**src/rtl/i2c_mon_pkg.sv**
```systemverilog
package i2c_mon_pkg;

    typedef enum logic [1:0] {
        PH_IDLE = 2'd0,
        PH_ADDR = 2'd1,
        PH_DATA = 2'd2
    } bus_phase_e;

    localparam int STAT_W  = 8;
    localparam int FLAG_N  = 3;
    localparam int ACK_POS = 2;
    localparam int STA_POS = 1;
    localparam int STO_POS = 0;

    typedef struct packed {
        logic start;       // start condition seen
        logic stop;        // stop condition seen
        logic first_addr;  // first clock of address byte
        logic first_next;  // first clock of byte after a completed byte
        logic leave_addr;  // first clock of byte after address byte
        logic ack_seen;    // ninth clock with data low
    } bus_evt_t;

endpackage

```
**src/rtl/i2c_line_sync.sv**
```systemverilog
module i2c_line_sync #(
    parameter int LINES  = 2,
    parameter int STAGES = 2
) (
    input  logic             clk,
    input  logic             rst,
    input  logic [LINES-1:0] raw,
    output logic [LINES-1:0] sync,
    output logic [LINES-1:0] prev
);
    genvar g;
    generate
        for (g = 0; g < LINES; g++) begin : g_line
            logic [STAGES:0] sh;
            always_ff @(posedge clk) begin
                if (rst) sh <= '1;
                else     sh <= {sh[STAGES-1:0], raw[g]};
            end
            assign sync[g] = sh[STAGES-1];
            assign prev[g] = sh[STAGES];
        end
    endgenerate
endmodule

```
**src/rtl/i2c_phase_fsm.sv**
```systemverilog
module i2c_phase_fsm
    import i2c_mon_pkg::*;
#(
    parameter int CNT_W         = 4,
    parameter int BITS_PER_BYTE = 9
) (
    input  logic             clk,
    input  logic             rst,
    input  logic             enable,
    input  logic             scl_s,
    input  logic             scl_p,
    input  logic             sda_s,
    input  logic             sda_p,
    output bus_evt_t         evt,
    output bus_phase_e       phase,
    output logic [CNT_W-1:0] bit_cnt
);
    localparam logic [CNT_W-1:0] LAST     = CNT_W'(BITS_PER_BYTE);
    localparam logic [CNT_W-1:0] PRE_LAST = CNT_W'(BITS_PER_BYTE - 1);
    localparam logic [CNT_W-1:0] ONE      = CNT_W'(1);

    bus_phase_e       phase_q, phase_d;
    logic [CNT_W-1:0] cnt_q, cnt_d;
    logic             scl_hi, start_c, stop_c, rise_c;

    assign scl_hi  = scl_s & scl_p;
    assign start_c = enable & scl_hi & sda_p & ~sda_s;
    assign stop_c  = enable & scl_hi & ~sda_p & sda_s;
    assign rise_c  = enable & scl_s & ~scl_p & (phase_q != PH_IDLE);

    always_ff @(posedge clk) begin
        if (rst) begin
            phase_q <= PH_IDLE;
            cnt_q   <= '0;
        end else begin
            phase_q <= phase_d;
            cnt_q   <= cnt_d;
        end
    end

    always_comb begin
        phase_d = phase_q;
        cnt_d   = cnt_q;
        if (!enable) begin
            phase_d = PH_IDLE;
            cnt_d   = '0;
        end else if (start_c) begin
            phase_d = PH_ADDR;
            cnt_d   = '0;
        end else if (stop_c) begin
            phase_d = PH_IDLE;
            cnt_d   = '0;
        end else if (rise_c) begin
            cnt_d = (cnt_q == LAST) ? ONE : cnt_q + ONE;
            unique case (phase_q)
                PH_ADDR: if (cnt_q == LAST) phase_d = PH_DATA;
                PH_DATA: phase_d = PH_DATA;
                PH_IDLE: phase_d = PH_IDLE;
                default: phase_d = PH_IDLE;
            endcase
        end
    end

    always_comb begin
        evt            = '0;
        evt.start      = start_c;
        evt.stop       = stop_c;
        evt.first_addr = rise_c & (cnt_q == '0) & (phase_q == PH_ADDR);
        evt.first_next = rise_c & (cnt_q == LAST);
        evt.leave_addr = rise_c & (cnt_q == LAST) & (phase_q == PH_ADDR);
        evt.ack_seen   = rise_c & (cnt_q == PRE_LAST) & ~sda_s;
    end

    assign phase   = phase_q;
    assign bit_cnt = cnt_q;
endmodule

```
**src/rtl/i2c_flag_regs.sv**
```systemverilog
module i2c_flag_regs
    import i2c_mon_pkg::*;
(
    input  logic              clk,
    input  logic              rst,
    input  logic              enable,
    input  logic              release_pulse,
    input  bus_evt_t          evt,
    output logic [FLAG_N-1:0] flags
);
    logic [FLAG_N-1:0] flags_q, flags_d;
    logic              rel;

    assign rel = enable & release_pulse;

    always_ff @(posedge clk) begin
        if (rst) flags_q <= '0;
        else     flags_q <= flags_d;
    end

    always_comb begin
        flags_d = flags_q;
        if (!enable) begin
            flags_d = '0;
        end else begin
            if (evt.stop || evt.first_next || rel) flags_d[ACK_POS] = 1'b0;
            if (evt.ack_seen)                      flags_d[ACK_POS] = 1'b1;

            if (evt.stop || evt.leave_addr || rel) flags_d[STA_POS] = 1'b0;
            if (evt.start)                         flags_d[STA_POS] = 1'b1;

            if (evt.first_addr)                    flags_d[STO_POS] = 1'b0;
            if (evt.stop)                          flags_d[STO_POS] = 1'b1;
        end
    end

    assign flags = flags_q;
endmodule

```
**src/rtl/i2c_status_monitor.sv**
```systemverilog
module i2c_status_monitor
    import i2c_mon_pkg::*;
#(
    parameter int SYNC_STAGES   = 2,
    parameter int BITS_PER_BYTE = 9,
    parameter int CNT_W         = 4
) (
    input  logic              clk,
    input  logic              rst,
    input  logic              scl_in,
    input  logic              sda_in,
    input  logic              enable,
    input  logic              release_pulse,
    output logic [STAT_W-1:0] status
);
    logic [1:0]        line_sync, line_prev;
    bus_evt_t          evt;
    bus_phase_e        phase;
    logic [CNT_W-1:0]  bit_cnt;
    logic [FLAG_N-1:0] flags;

    i2c_line_sync #(.LINES(2), .STAGES(SYNC_STAGES)) u_sync (
        .clk  (clk),
        .rst  (rst),
        .raw  ({scl_in, sda_in}),
        .sync (line_sync),
        .prev (line_prev)
    );

    i2c_phase_fsm #(.CNT_W(CNT_W), .BITS_PER_BYTE(BITS_PER_BYTE)) u_fsm (
        .clk     (clk),
        .rst     (rst),
        .enable  (enable),
        .scl_s   (line_sync[1]),
        .scl_p   (line_prev[1]),
        .sda_s   (line_sync[0]),
        .sda_p   (line_prev[0]),
        .evt     (evt),
        .phase   (phase),
        .bit_cnt (bit_cnt)
    );

    i2c_flag_regs u_flags (
        .clk           (clk),
        .rst           (rst),
        .enable        (enable),
        .release_pulse (release_pulse),
        .evt           (evt),
        .flags         (flags)
    );

    always_comb begin
        status         = '0;
        status[FLAG_N-1:0] = flags;
    end
endmodule

```
**config.mk**
```make
export PLATFORM = sky130hd
export DESIGN_NAME = i2c_status_monitor
export DESIGN_NICKNAME = d
export VERILOG_FILES = /design/src/rtl/i2c_mon_pkg.sv /design/src/rtl/i2c_line_sync.sv /design/src/rtl/i2c_phase_fsm.sv /design/src/rtl/i2c_flag_regs.sv /design/src/rtl/i2c_status_monitor.sv
export SDC_FILE = /design/constraint.sdc
export NUM_CORES = 1
export LEC_CHECK = 0
export ABC_AREA = 1
export BUFFER_PORTS_ARGS = -buffer_cell sky130_fd_sc_hd__buf_2
export CAP_MARGIN = 20
export CORE_MARGIN = 2
export CORE_UTILIZATION = 45
export DETAILED_ROUTE_END_ITERATION = 16
export PLACE_DENSITY = 0.76
export SLEW_MARGIN = 20
export SYNTH_ARGS = -nofsm -noshare
export SYNTH_HDL_FRONTEND = slang
export SYNTH_SLANG_ARGS = --single-unit
```
**constraint.sdc**
```tcl
create_clock -name clk -period 1.8 [get_ports clk]
set_clock_uncertainty 0.15 [all_clocks]
set_input_delay 0.09 -clock clk [delete_from_list [all_inputs] [get_ports clk]]
set_output_delay 0.09 -clock clk [all_outputs]
set_load 0.1 [all_outputs]
```
### After elaboration in Yosys (flattened, before gate mapping)

Cells that the tools add are included.

| cells by class | value |
|---|---|
| $add $sub $neg | 1 |
| muxes and demuxes | 12 |
| eq/ne operators | 6 |
| bitwise operators | 20 |
| reductions and logical operators | 14 |

Operator list:

| operator | count |
|---|---|
| $and 1x1->1 | 16 |
| $mux 1 | 9 |
| $eq 4x4->1 const B | 2 |
| $reduce_bool 2->1 | 4 |
| $add 4x1->4 const B | 1 |
| $logic_not 4->1 | 1 |
| $logic_or 1x1->1 | 4 |
| $mux 4 | 1 |
| $ne 4x1->1 const B | 1 |
| $not 1->1 | 4 |
| $pmux 2 s2 | 1 |
| $reduce_and 2->1 | 2 |
| $reduce_or 4->1 | 1 |
| $reduce_bool 3->1 | 1 |
| $eq 2x1->1 const B | 1 |
| $eq 2x2->1 const B | 1 |
| $mux 2 | 1 |
| $ne 2x1->1 const B | 1 |
| $reduce_or 2->1 | 1 |

| storage, ports and cells | value |
|---|---|
| bits in registers | 15 |
| output and inout port bits | 8 |
| input bits | 6 |

### Logic depth before layout (Yosys ltp)

| logic depth | value |
|---|---|
| word-level depth | 9 |
| gate-level depth with buffers | 10 |
| depth with buffers taken out | 9 |

### Hierarchy

From an unflattened synthesis, not the netlist that was laid out.

| unflattened totals | value |
|---|---|
| cells, all modules | 125 |
| area, all modules | 807.0 um^2 |

Modules (own cells, without submodules):

| module | area each (um^2) | cells each | seq. area each (um^2) | times used |
|---|---|---|---|---|
| i2c_phase_fsm | 437.9 | 75 | 120.1 | 1 |
| i2c_line_sync | 198.9 | 23 | 120.1 | 1 |
| i2c_flag_regs | 128.9 | 21 | 60.1 | 1 |
| i2c_status_monitor | 41.3 | 6 | 0.0 | 1 |

### Worst setup path after synthesis

Ideal clock, no wire load.

| timing path | value |
|---|---|
| path type | flip-flop to flip-flop |
| from | register u_flags.flags[2] (netlist name) |
| to | register u_flags.flags_q[2], in the netlist u_flags.flags[2] |
| path buffers | 0 |
| data arrival time | 1,330 ps |
| slack | 254 ps |
| period minus slack after synthesis | 1,546 ps |
| library setup time | 66 ps |
| cell stages (with the launch flop) | 4 |
| cell sequence | dfxtp_1 > and2_1 > nand3_1 > a21oi_2 |

RTL lines:

| element | RTL line | text |
|---|---|---|
| end signal: assignment | i2c_flag_regs.sv:18 | `else flags_q <= flags_d;` |
| end: declaration | i2c_flag_regs.sv:11 | `logic [FLAG_N-1:0] flags_q, flags_d;` |

### Worst setup path in the final report

| timing path | value |
|---|---|
| from | input port rst |
| to | register u_sync.g_line[0].sh[0] |

RTL lines:

| element | RTL line | text |
|---|---|---|
| start: declaration | i2c_status_monitor.sv:9 | `input logic rst,` |
| end signal: assignment | i2c_line_sync.sv:17 | `else sh <= {sh[STAGES-1:0], raw[g]};` |
| end: declaration | i2c_line_sync.sv:14 | `logic [STAGES:0] sh;` |

No word-level cell between the ends.

==> flow_summary.toml <==
[drt]
wl_mm = 1.25
avgViaCountPerCell = 4.62
routed-via-count = 637
antenna_left = 0
drc = 0
first_iter_violations = 34
routedWlPerCell_um = 9.02
drt-pass1-iter-count = 4

[hold_path]
hold_path.class = "in2reg"
hold_start = "release_pulse"
hold_end = "u_flags.flags[1]$_SDFFE_PP0P_"
min_path_cells = 6

[clock_network]
cts_made_buffers = 3
cts_resized = 0
clockBufferDepth = 2
cts_root_buf = "clkbuf_4"
clk_pin_slew_ns = 0.09
cts_tree = "done"
clkLatencyLatePin_ns = 0.28
ctsHtreeMaxLevel = 1
clock_sinks = 15
postCtsSetupRepairBufs = 0

[synth]
seq_area_frac_synth_pct = 39.5
avgSynthCellArea_sq_um = 7.10
ys_warn_count = 0
muxShareOfSynthArea_pct = 0
synthSimpleGateAreaFrac_pct = 36.6
synth-adder-area-share_pct = 3.29
synth-compound-area-share_pct = 6.26
synth-xor-area-share_pct = 0
synth_top_family_by_area = "simple AND/OR/NAND/NOR gates"
ys_ff_latch = 15
synth_area_sq_um = 759
netlist_instances = 107
yosys.cell_types.count = 18

[power_and_ir_drop]
p_per_area_nw_per_um2 = 714
p_switching_uw = 177
power.internal_uw = 439
clockPowerShare_pct = 30.8
peakVddDrop_v = 0.000464
comb_power_share_pct = 14.0
p_leak_nw = 0.380
p_seq_share_pct = 55.2
swShare_pct = 28.7
total_power_uw = 616

[setup_path]
worstReg2RegStart = "u_fsm.phase[0]$_SDFFE_PP0P_"
cp.arrival_ns = 1.62
endpoint_kind = "flip-flop"
slowest_delay_ns = 0.56
r2r_end = "u_flags.flags[2]$_SDFFE_PP0P_"
rr_worst_depth = 8
crit_path_top_delay_cell = "dlygate4sd3_1"
path_buf_inv = 3
critical_path.top_delay_family = "buffers and inverters"
required_ns = 1.82
path_cells = "dlygate4sd3_1, buf_2, or2_2, dlygate4sd3_1"
path_class = "in2reg"
r2r_setup_slack_ns = 0.31
startpoint_type = "primary input"
critPathMaxFanout = 6
worst_path_most_repeated_cell = "dlygate4sd3_1"

[floorplan]
die_area_sq_um = 2030
core_sq_um = 1540
start_util_pct = 49.3
rows = 14
die_y_um = 45.1
die_x_um = 45.1
io_pins = 14

[timing]
drv_slew = 0
hold_viol_final = 0
fin_crit_sh_pct = 88.8
maxClockFrequency_mhz = 626
rsz0062_at_grt = "false"
final.setup.tns_ns = 0
setup_viol = 0
fin_crit_ns = 1.60
hold_ws_ns = 0.0267

[global_route]
grt_pass1_vias = 528
grt_pass1_wl_mm = 2.06
antenna_found_initial = 0
grt_max_degree = 14
grt-ovfl-total = 0
grt_usage_pct = 14.4

[cells_and_area]
n_antenna_cell = 0
syn_to_final_growth_pct = 13.7
drive_gt1_share_pct = 20.5
final_nets = 131

[placement]
port-buffer-count = 8
dp_hpwl_um = 921
gp_congestion = 0.872

[outcome]
status = "finished clean"

[flow_run]
maxCapViolations = 0
-- layer usage --
metal	track usage (%)	vias up	part of all wire, %
li1	-	346	-
met1	16.8	273	47
met2	23.4	18	47
met3	4.80	0	5.5
met4	7.06	0	0
met5	0	-	0
-- worst max-delay path by stage --
stage	startpoint	end	slack [ns]	cells after the start
2_1_floorplan	u_flags.flags[2]$_SDFFE_PP0P_	u_flags.flags[2]$_SDFFE_PP0P_	0.25	3
3_3_place_gp	u_fsm.phase[0]$_SDFFE_PP0P_	u_flags.flags[2]$_SDFFE_PP0P_	0.38	8
3_5_place_dp	u_fsm.phase[0]$_SDFFE_PP0P_	u_flags.flags[2]$_SDFFE_PP0P_	0.33	8
4_1_cts	rst	u_sync.g_line[1].sh[0]$_SDFF_PP1_	0.23	4
5_1_grt	u_fsm.phase[0]$_SDFFE_PP0P_	u_fsm.bit_cnt[3]$_SDFFE_PP0P_	0.14	9
6_report	rst	u_sync.g_line[0].sh[0]$_SDFF_PP1_	0.20	4
-- state kept, by name, summed over array words and instances, names as in the netlist --
signal / flops
u_sync.g_line.sh: 6
u_flags.flags: 3
u_fsm.phase: 2
u_fsm.bit_cnt: 4
-- final cells by class --
cell class                      count  area (sq um)
Fill cell                         149           678
Multi-Input combinational cell     75           369
Sequential cell                    15           300
Timing Repair Buffer               13          90.1
Inverter                           15          56.3
Clock buffer                        3          22.5
Tap cell                           16          20.0
Clock inverter                      1          5.00
-- cell usage after synthesis --
cell type  instances  area, sq um
ha_1               2         25.0
o21ai_0            2         10.0
nor2_1            14         52.6
nor2_4             1         11.3
and2_1             1         6.26
nand2_2            2         12.5
inv_1             15         56.3
nand3_1            6         30.0
buf_4              5         37.5
nand4_2            1         12.5
buf_6              1         11.3
or2_2              6         37.5
a21oi_2            2         17.5
conb_1             1         3.75
nand3_2            1         10.0
nand2_1           28          105
a21oi_1            4         20.0
dfxtp_1           15          300
-- cells in the final DEF, fill, tap and decap left out, types with 3 or more instances in the layout --
cell | netlist | final
a21oi_1 | 4 | 4
inv_1 | 15 | 15
buf_2 | 0 | 8
conb_1 | 1 | 5
dlygate4sd3_1 | 0 | 5
clkbuf_4 | 0 | 3
nand2_1 | 28 | 28
nand3_1 | 6 | 6
nor2_1 | 14 | 14
or2_2 | 6 | 6
dfxtp_1 | 15 | 15
-- tightest hold or removal path, stage by stage --
cell and delay, ns:
buf_2 0.08, nand2_1 0.05, nand2_1 0.05, nor2_1 0.04
nand2_1 0.05, a21oi_1 0.05
-- power groups by stage --
stage,combinational [mW],clock [mW],sequential [mW]
final,0.0862,0.190,0.340
after global routing,0.0911,0.209,0.341
after CTS,0.0857,0.195,0.340
after detailed placement,0.0774,0,0.348
after global placement,0.0766,0,0.348
after floorplan,0.0717,0,0.350
-- metrics by stage --
| step | util (%) | setup slack [ns] | instances | instance area, sq um |
|---|---|---|---|---|
| floorplan | - | 0.254 | 111 | 774 |
| global placement | 51.0 | 0.379 | 129 | 786 |
| detailed placement | 51.0 | 0.334 | 129 | 786 |
| CTS | 56.0 | 0.227 | 138 | 863 |
| global route | 56.0 | 0.137 | 138 | 863 |
| finish | 56.0 | 0.202 | 138 | 863 |
-- repair_timing --
action | CTS | global route
endpoints found under the setup margin | 0 | 0
hold buffers | 5 | 0
endpoints found under the hold margin | 6 | 0
-- logic make-up after synthesis --
logic type | after synthesis
adders and majority gates | 2
and+or+nand+nor | 60
buffers and inverters | 21
other | 1
AOI/OAI and AO/OA | 8
DFF | 15
No activity file was read; power rests on OpenSTA's default activity.
